[src/rtl/pgchk_pkg.sv]
package pgchk_pkg;

  typedef enum logic [1:0] {
    PRIV_U   = 2'd0,
    PRIV_S   = 2'd1,
    PRIV_RSV = 2'd2,
    PRIV_M   = 2'd3
  } priv_e;

  typedef enum logic [1:0] {
    ACC_FETCH = 2'd0,
    ACC_LOAD  = 2'd1,
    ACC_STORE = 2'd2,
    ACC_RSV   = 2'd3
  } acc_e;

  typedef struct packed {
    logic u;
    logic x;
    logic w;
    logic r;
    logic v;
  } perm_t;

  localparam int PERM_W = $bits(perm_t);

endpackage

[src/rtl/pgchk_mode_sel.sv]
module pgchk_mode_sel
  import pgchk_pkg::*;
(
  input  priv_e cur_priv_i,
  input  priv_e mpp_i,
  input  logic  mprv_i,
  input  logic  is_fetch_i,
  output priv_e eff_priv_o
);

  always_comb begin
    if (mprv_i && !is_fetch_i) begin
      eff_priv_o = mpp_i;
    end else begin
      eff_priv_o = cur_priv_i;
    end
  end

  always_comb begin
    if (is_fetch_i) begin
      AST_FETCH_KEEPS_MODE: assert (eff_priv_o == cur_priv_i);
    end
  end

endmodule

[src/rtl/pgchk_base_ok.sv]
module pgchk_base_ok
  import pgchk_pkg::*;
(
  input  logic  valid_i,
  input  logic  user_i,
  input  priv_e eff_priv_i,
  input  logic  sum_i,
  input  logic  is_fetch_i,
  input  logic  force_fail_i,
  output logic  base_ok_o
);

  logic user_block;
  logic sup_block;

  always_comb begin
    user_block = (eff_priv_i == PRIV_U) && !user_i;
    sup_block  = user_i && (eff_priv_i == PRIV_S) && (!sum_i || is_fetch_i);
    base_ok_o  = !force_fail_i && valid_i && !user_block && !sup_block;
  end

  always_comb begin
    if (force_fail_i) begin
      AST_FORCE_BLOCKS_BASE: assert (!base_ok_o);
    end
    if (base_ok_o) begin
      AST_BASE_NEEDS_VALID: assert (valid_i);
    end
  end

endmodule

[src/rtl/pgchk_acc_ok.sv]
module pgchk_acc_ok
  import pgchk_pkg::*;
(
  input  logic base_ok_i,
  input  acc_e kind_i,
  input  logic r_i,
  input  logic w_i,
  input  logic x_i,
  input  logic mxr_i,
  output logic pass_o
);

  logic kind_ok;

  always_comb begin
    unique case (kind_i)
      ACC_FETCH: kind_ok = x_i;
      ACC_LOAD:  kind_ok = r_i || (x_i && mxr_i);
      default:   kind_ok = w_i;
    endcase
    pass_o = base_ok_i && kind_ok;
  end

  always_comb begin
    if (pass_o && (kind_i == ACC_FETCH)) begin
      AST_FETCH_NEEDS_X: assert (x_i);
    end
    if (pass_o && (kind_i == ACC_STORE)) begin
      AST_STORE_NEEDS_W: assert (w_i);
    end
  end

endmodule

[src/rtl/pgchk_fault_gen.sv]
module pgchk_fault_gen
  import pgchk_pkg::*;
#(
  parameter int CAUSE_W   = 5,
  parameter int CAUSE_IPF = 12,
  parameter int CAUSE_LPF = 13,
  parameter int CAUSE_SPF = 15
) (
  input  logic               pass_i,
  input  acc_e               kind_i,
  input  logic               amo_i,
  input  priv_e              cur_priv_i,
  output logic               grant_o,
  output logic [CAUSE_W-1:0] cause_o,
  output logic               tval_to_m_o
);

  localparam logic [CAUSE_W-1:0] C_IPF = CAUSE_W'(CAUSE_IPF);
  localparam logic [CAUSE_W-1:0] C_LPF = CAUSE_W'(CAUSE_LPF);
  localparam logic [CAUSE_W-1:0] C_SPF = CAUSE_W'(CAUSE_SPF);

  logic [CAUSE_W-1:0] fault_cause;
  logic               fault_to_m;

  always_comb begin
    unique case (kind_i)
      ACC_FETCH: begin
        fault_cause = C_IPF;
        fault_to_m  = 1'b0;
      end
      ACC_LOAD: begin
        fault_cause = amo_i ? C_SPF : C_LPF;
        fault_to_m  = (cur_priv_i == PRIV_M);
      end
      default: begin
        fault_cause = C_SPF;
        fault_to_m  = (cur_priv_i == PRIV_M);
      end
    endcase
    grant_o     = pass_i;
    cause_o     = pass_i ? '0 : fault_cause;
    tval_to_m_o = pass_i ? 1'b0 : fault_to_m;
  end

  always_comb begin
    if (!pass_i && (kind_i == ACC_FETCH)) begin
      AST_FETCH_TVAL_SUP: assert (!tval_to_m_o);
    end
  end

endmodule

[src/rtl/page_perm_check.sv]
module page_perm_check
  import pgchk_pkg::*;
#(
  parameter int CAUSE_W   = 5,
  parameter int CAUSE_IPF = 12,
  parameter int CAUSE_LPF = 13,
  parameter int CAUSE_SPF = 15
) (
  input  logic [PERM_W-1:0]  pte_perm_i,
  input  logic [1:0]         acc_kind_i,
  input  logic               amo_i,
  input  logic [1:0]         cur_priv_i,
  input  logic               mprv_i,
  input  logic [1:0]         mpp_i,
  input  logic               sum_i,
  input  logic               mxr_i,
  input  logic               force_fail_i,
  output logic               grant_o,
  output logic [CAUSE_W-1:0] cause_o,
  output logic               tval_to_m_o
);

  perm_t perm;
  acc_e  kind;
  priv_e cur_priv;
  priv_e prev_priv;
  priv_e eff_priv;
  logic  is_fetch;
  logic  base_ok;
  logic  pass;

  always_comb begin
    perm      = perm_t'(pte_perm_i);
    kind      = acc_e'(acc_kind_i);
    cur_priv  = priv_e'(cur_priv_i);
    prev_priv = priv_e'(mpp_i);
    is_fetch  = (kind == ACC_FETCH);
  end

  pgchk_mode_sel u_mode_sel (
    .cur_priv_i (cur_priv),
    .mpp_i      (prev_priv),
    .mprv_i     (mprv_i),
    .is_fetch_i (is_fetch),
    .eff_priv_o (eff_priv)
  );

  pgchk_base_ok u_base_ok (
    .valid_i      (perm.v),
    .user_i       (perm.u),
    .eff_priv_i   (eff_priv),
    .sum_i        (sum_i),
    .is_fetch_i   (is_fetch),
    .force_fail_i (force_fail_i),
    .base_ok_o    (base_ok)
  );

  pgchk_acc_ok u_acc_ok (
    .base_ok_i (base_ok),
    .kind_i    (kind),
    .r_i       (perm.r),
    .w_i       (perm.w),
    .x_i       (perm.x),
    .mxr_i     (mxr_i),
    .pass_o    (pass)
  );

  pgchk_fault_gen #(
    .CAUSE_W   (CAUSE_W),
    .CAUSE_IPF (CAUSE_IPF),
    .CAUSE_LPF (CAUSE_LPF),
    .CAUSE_SPF (CAUSE_SPF)
  ) u_fault_gen (
    .pass_i      (pass),
    .kind_i      (kind),
    .amo_i       (amo_i),
    .cur_priv_i  (cur_priv),
    .grant_o     (grant_o),
    .cause_o     (cause_o),
    .tval_to_m_o (tval_to_m_o)
  );

  always_comb begin
    if (grant_o) begin
      AST_GRANT_CLEAN: assert ((cause_o == '0) && !tval_to_m_o);
    end
    if (force_fail_i) begin
      AST_FORCE_NO_GRANT: assert (!grant_o);
    end
  end

endmodule

[config.mk]
export PLATFORM = sky130hd
export DESIGN_NAME = page_perm_check
export DESIGN_NICKNAME = d
export VERILOG_FILES = /design/src/rtl/pgchk_pkg.sv /design/src/rtl/pgchk_mode_sel.sv /design/src/rtl/pgchk_base_ok.sv /design/src/rtl/pgchk_acc_ok.sv /design/src/rtl/pgchk_fault_gen.sv /design/src/rtl/page_perm_check.sv
export SDC_FILE = /design/constraint.sdc
export NUM_CORES = 1
export LEC_CHECK = 0
export ABC_AREA = 1
export BUFFER_PORTS_ARGS = -buffer_cell sky130_fd_sc_hd__buf_2
export CAP_MARGIN = 30
export CORE_AREA = 2 2 39 41
export DETAILED_ROUTE_END_ITERATION = 10
export DIE_AREA = 0 0 41 43
export PLACE_DENSITY = 0.43
export SETUP_SLACK_MARGIN = 0.02
export SYNTH_ARGS = -nofsm -noshare
export SYNTH_HDL_FRONTEND = slang
export SYNTH_SLANG_ARGS = --single-unit
[constraint.sdc]
create_clock -name vclk -period 0.96
set_input_delay 0.096 -clock vclk [all_inputs]
set_output_delay 0.096 -clock vclk [all_outputs]
set_load 0.01 [all_outputs]
# After elaboration in Yosys (flattened, before gate mapping)
# Index checks and enable logic that the tools add are counted.
dict set report op_classes {
  n_eq_ne 3
  muxes 7
  n_reduce_logical 19
}
# operator n
set ops {}
lappend ops {{case mux 5 bit (2 select lines)} 1}
lappend ops {{logical AND 1 bit} 9}
lappend ops {{logical NOT 1 bit} 6}
lappend ops {{two-way mux 5 bit} 1}
lappend ops {{equality test 2 x 1 -> 1 bit (second input constant)} 2}
lappend ops {{logical NOT 2 bit} 2}
lappend ops {{two-way mux 2 bit} 2}
lappend ops {{equality test 2 bit (second input constant)} 1}
lappend ops {{logical OR 1 bit} 2}
lappend ops {{two-way mux 1 bit} 2}
lappend ops {{case mux 1 bit (2 select lines)} 1}
dict set report word_totals {
  input_bits 16
  word_cells 29
  regBits 0
  output_inout_bits 7
}

# Logic depth before layout (Yosys ltp)
dict set report logic_depth {
  ltp_word 11
  ltp_mapped 7
  depth_no_buf 7
}

# Hierarchy
# Synthesis repeated with hierarchy kept, for this count alone.
dict set report hier_totals {
  cells_unflattened 39
  area_unflattened_um2 178.9
}
# mod n_inst cells_per_inst seq_area_each_um2 area_per_inst_um2
set by_module_without_submodules {}
lappend by_module_without_submodules {pgchk_fault_gen 1 11 0.0 57.6}
lappend by_module_without_submodules {pgchk_base_ok 1 12 0.0 48.8}
lappend by_module_without_submodules {pgchk_mode_sel 1 8 0.0 35.0}
lappend by_module_without_submodules {pgchk_acc_ok 1 7 0.0 33.8}
lappend by_module_without_submodules {page_perm_check 1 1 0.0 3.8}

# Worst setup path before layout
# OpenSTA, ideal clock, no wires.
dict set report synth_timing {
  path_kind {input port to output port}
  from {input port acc_kind_i[0]}
  to {output port cause_o[3]}
  required_ps 864
  n_path_buf 1
  arrival_ps 793
  stages 6
  setup_slack_ps 71
  cell_sequence {o21ai_2 -> nand2_1 -> o21ai_1 -> nand3_2 -> nand2_1 -> buf_4}
}
dict set report synth_via {
  elab_chain_len 11
  elab_cells_between_ends 18
  classes_between {eq/ne: 2; mux: 3; reduce/logical: 13}
}
# element line_no
set synth_rtl {}
lappend synth_rtl {{start, declared} page_perm_check.sv:10} ;# input logic [1:0] acc_kind_i,
lappend synth_rtl {{logical NOT 2 bit} n/a}
lappend synth_rtl {{logical NOT 1 bit} pgchk_mode_sel.sv:12} ;# if (mprv_i && !is_fetch_i) begin
lappend synth_rtl {{logical AND 1 bit} pgchk_mode_sel.sv:12}
lappend synth_rtl {{two-way mux 2 bit} pgchk_mode_sel.sv:12}
lappend synth_rtl {{equality test 2 x 1 -> 1 bit or logical NOT 2 bit (tied branches)} {pgchk_base_ok.sv:18, pgchk_base_ok.sv:17}}
lappend synth_rtl {{logical AND 1 bit, on equally long branches} {pgchk_base_ok.sv:18, pgchk_base_ok.sv:17}}
lappend synth_rtl {{logical AND 1 bit or logical NOT 1 bit (tied branches)} {pgchk_base_ok.sv:18, pgchk_base_ok.sv:19}}
lappend synth_rtl {{logical NOT 1 bit or logical AND 1 bit (tied branches)} pgchk_base_ok.sv:19} ;# base_ok_o = !force_fail_i && valid_i && !user_block && !sup_block;
lappend synth_rtl {{logical AND 1 bit} pgchk_base_ok.sv:19}
lappend synth_rtl {{logical AND 1 bit *} pgchk_acc_ok.sv:21} ;# pass_o = base_ok_i && kind_ok;
lappend synth_rtl {{two-way mux 5 bit *} pgchk_fault_gen.sv:41} ;# cause_o = pass_i ? '0 : fault_cause;
lappend synth_rtl {{end, declared} page_perm_check.sv:19} ;# output logic [CAUSE_W-1:0] cause_o,
# Every way passes the cells marked *; elsewhere a longest branch is shown, timed or not.

# Worst setup path in the final report
dict set report layout_timing {
  from {input port acc_kind_i[0]}
  to {output port cause_o[0]}
}
dict set report layout_via {
  elab_chain_len 11
  elab_cells_between_ends 19
  classes_between {eq/ne: 2; mux: 4; reduce/logical: 13}
}
# element line_no
set layout_rtl {}
lappend layout_rtl {{logical NOT 2 bit} n/a}
lappend layout_rtl {{logical NOT 1 bit} pgchk_mode_sel.sv:12}
lappend layout_rtl {{logical AND 1 bit} pgchk_mode_sel.sv:12}
lappend layout_rtl {{two-way mux 2 bit} pgchk_mode_sel.sv:12}
lappend layout_rtl {{equality test 2 x 1 -> 1 bit or logical NOT 2 bit (tied branches)} {pgchk_base_ok.sv:18, pgchk_base_ok.sv:17}}
lappend layout_rtl {{logical AND 1 bit, on equally long branches} {pgchk_base_ok.sv:18, pgchk_base_ok.sv:17}}
lappend layout_rtl {{logical AND 1 bit or logical NOT 1 bit (tied branches)} {pgchk_base_ok.sv:18, pgchk_base_ok.sv:19}}
lappend layout_rtl {{logical NOT 1 bit or logical AND 1 bit (tied branches)} pgchk_base_ok.sv:19}
lappend layout_rtl {{logical AND 1 bit} pgchk_base_ok.sv:19}
lappend layout_rtl {{logical AND 1 bit} pgchk_acc_ok.sv:21}
lappend layout_rtl {{two-way mux 5 bit *} pgchk_fault_gen.sv:41}
# Marked as above.

==> metrics <==
vias 284; top cells by area, synth nand2_1 14%, inv_1 12%, a21oi_1 11%; Min Clock Period, post-route 1060 ps; initial antenna violation count 0; area of the multi-input gates 166 sq um; Setup violations, final 6; post-synth top area share 13.9%; routability cong. 0.653; Max Clock Freq 946 MHz; RSZ-0062 raised after global routing yes; largest net degree at the start of global routing 6; share of power burned in registers 0%; Clk pwr share 0%; fin. max-slew vios 0; Core Box Area 0.00138 sq mm; Initial DRC Count 5; kind of critical path input port to output pin; delay-heaviest family, CP compound AO/OA/AOI/OAI gates; YS warnings 0; outcome complete, but fails checks; Crit. End Element output pin; setup tns final -440 ps; max-capacitance violation count 0; Initial Util 13.7%; Post-Place Cell Area 312 sq um; register area 0 sq um; GRT Residual Overflow 0; Cells after Synth 36; Sw Ratio 51.0%; crit path DAT 960 ps; row cnt 14; first-pass GRT wire length 828 microns; WP data required 860 ps; synth unique cells 15; Syn Nets 52; Ant. Diodes 0; pre-CTS setup slack -153 ps; overall power 0.158 mW; Final Cell Area 363 sq um; Sw Pwr 0.0805 mW; CP max-delay cell o21ai_4; Pint 0.0774 mW; All-Layer GR Usage 6.09%; Remaining DRCs 0; Post-Synthesis Mean Instance Area 5.25 sq um; crit share post-route 110%; drt first pass iters 2; Peak VDD IR 0.137 mV; Final Hold Vio Count 0; crit path buf inv count 2; Routed WL per cell 7.81 microns; I/O pin count 23; Startpoint Class input port; Detailed Place HPWL 510 microns; CP Cell Sequence buf_8 -> o21ai_4 -> nand2_1 -> o21ai_1 -> nand3_2 -> a21oi_1 -> buf_2; Worst Slack Setup Final -97.3 ps; routed wire length 570 microns; Tightest Hold Check Type input port to output pin; Die Span X 41 microns; slowest stage delay, CP 170 ps; die height 43 microns; Area growth, synth to finish 92.1%; share of cells above drive strength 1 61.4%; Comb power frac 100.0%; pwr dens 435 mW/mm^2; Avg Vias per Cell 3.89; fill count 164; Crit Path Max Fanout 4; area leader, netlist nand2_1; Seq Cell Count 0; failing checks setup timing; Port Buf Inserts 22; clock buffers 0; CTS Hold Buffers Added 0; Netlist Area Pre-Place 189 sq um; register area share after synthesis 0%; Antenna Nets Post-Route 0; Final nets 75; leakage 0.203 nW; fin util 26.2%; Die Footprint 0.00176 sq mm; number of global-route vias before repair 212
layout make-up:
cell class	instances	share of cell area [%]
repair buffers	23	40.3
multi-input cells	26	45.9
well taps	16	5.52
inverters	8	8.28
worst paths after layout:
check | from | cells after the start | endpoint | slack (ps)
worst max-delay path | acc_kind_i[0] | 7 | cause_o[0] | -100
worst min-delay path | cur_priv_i[1] | 4 | tval_to_m_o | 550
Yosys cell counts:
cell type and number:
nand2_1 7, inv_1 6, a21oi_1 4, nand3_1 4, buf_4 2, inv_2 2, nand3_2 2, o21ai_1 2
conb_1 1, nand2_4 1, nor2_2 1, nor3_1 1, o211ai_1 1, o21ai_0 1, o21ai_2 1
layout by cell type (no fill, tap or decap), drive strengths merged:
| cell | instances |
|---|---|
| o21ai | 4 |
| nand2 | 8 |
| conb | 1 |
| nor2 | 1 |
| o211ai | 1 |
| inv | 8 |
| nor3 | 1 |
| a21oi | 4 |
| buf | 23 |
| nand3 | 6 |
power by group through the flow:
stage	registers (mW)	logic, mW	clock network (mW)
floorplan	0	0.0730	0
global placement	0	0.135	0
detailed placement	0	0.134	0
CTS	0	0.147	0
global route	0	0.176	0
finish	0	0.158	0
repair_timing:
item                       CTS  global route
resized for setup            7             7
pin swaps                    1             3
setup endpoints to repair    6             6
setup buffers                0             0
metrics by stage:
| step | hold slack [ps] | std cells |
|---|---|---|
| 6_report | 549 | 73 |
| 3_5_place_dp | 544 | 73 |
| 4_1_cts | 557 | 73 |
| 5_1_grt | 578 | 73 |
| 3_3_place_gp | 536 | 73 |
| 2_1_floorplan | 307 | 36 |
per-layer routing:
metal	global-route usage, %	routed length (microns)	up-vias
met1	9.81	276	112
met2	9.06	229	16
met5	0	0	-
li1	-	-	156
met3	0.524	64	0
met4	0	0	0
cells by family after synthesis:
kind of cell | count (synthesis) | share of synthesized area (%)
and+or+nand+nor | 16 | 47.0
AOI/OAI and AO/OA | 9 | 27.2
buffers and inverters | 10 | 23.8
other | 1 | 1.98
No activity file was read; power rests on OpenSTA's default activity.
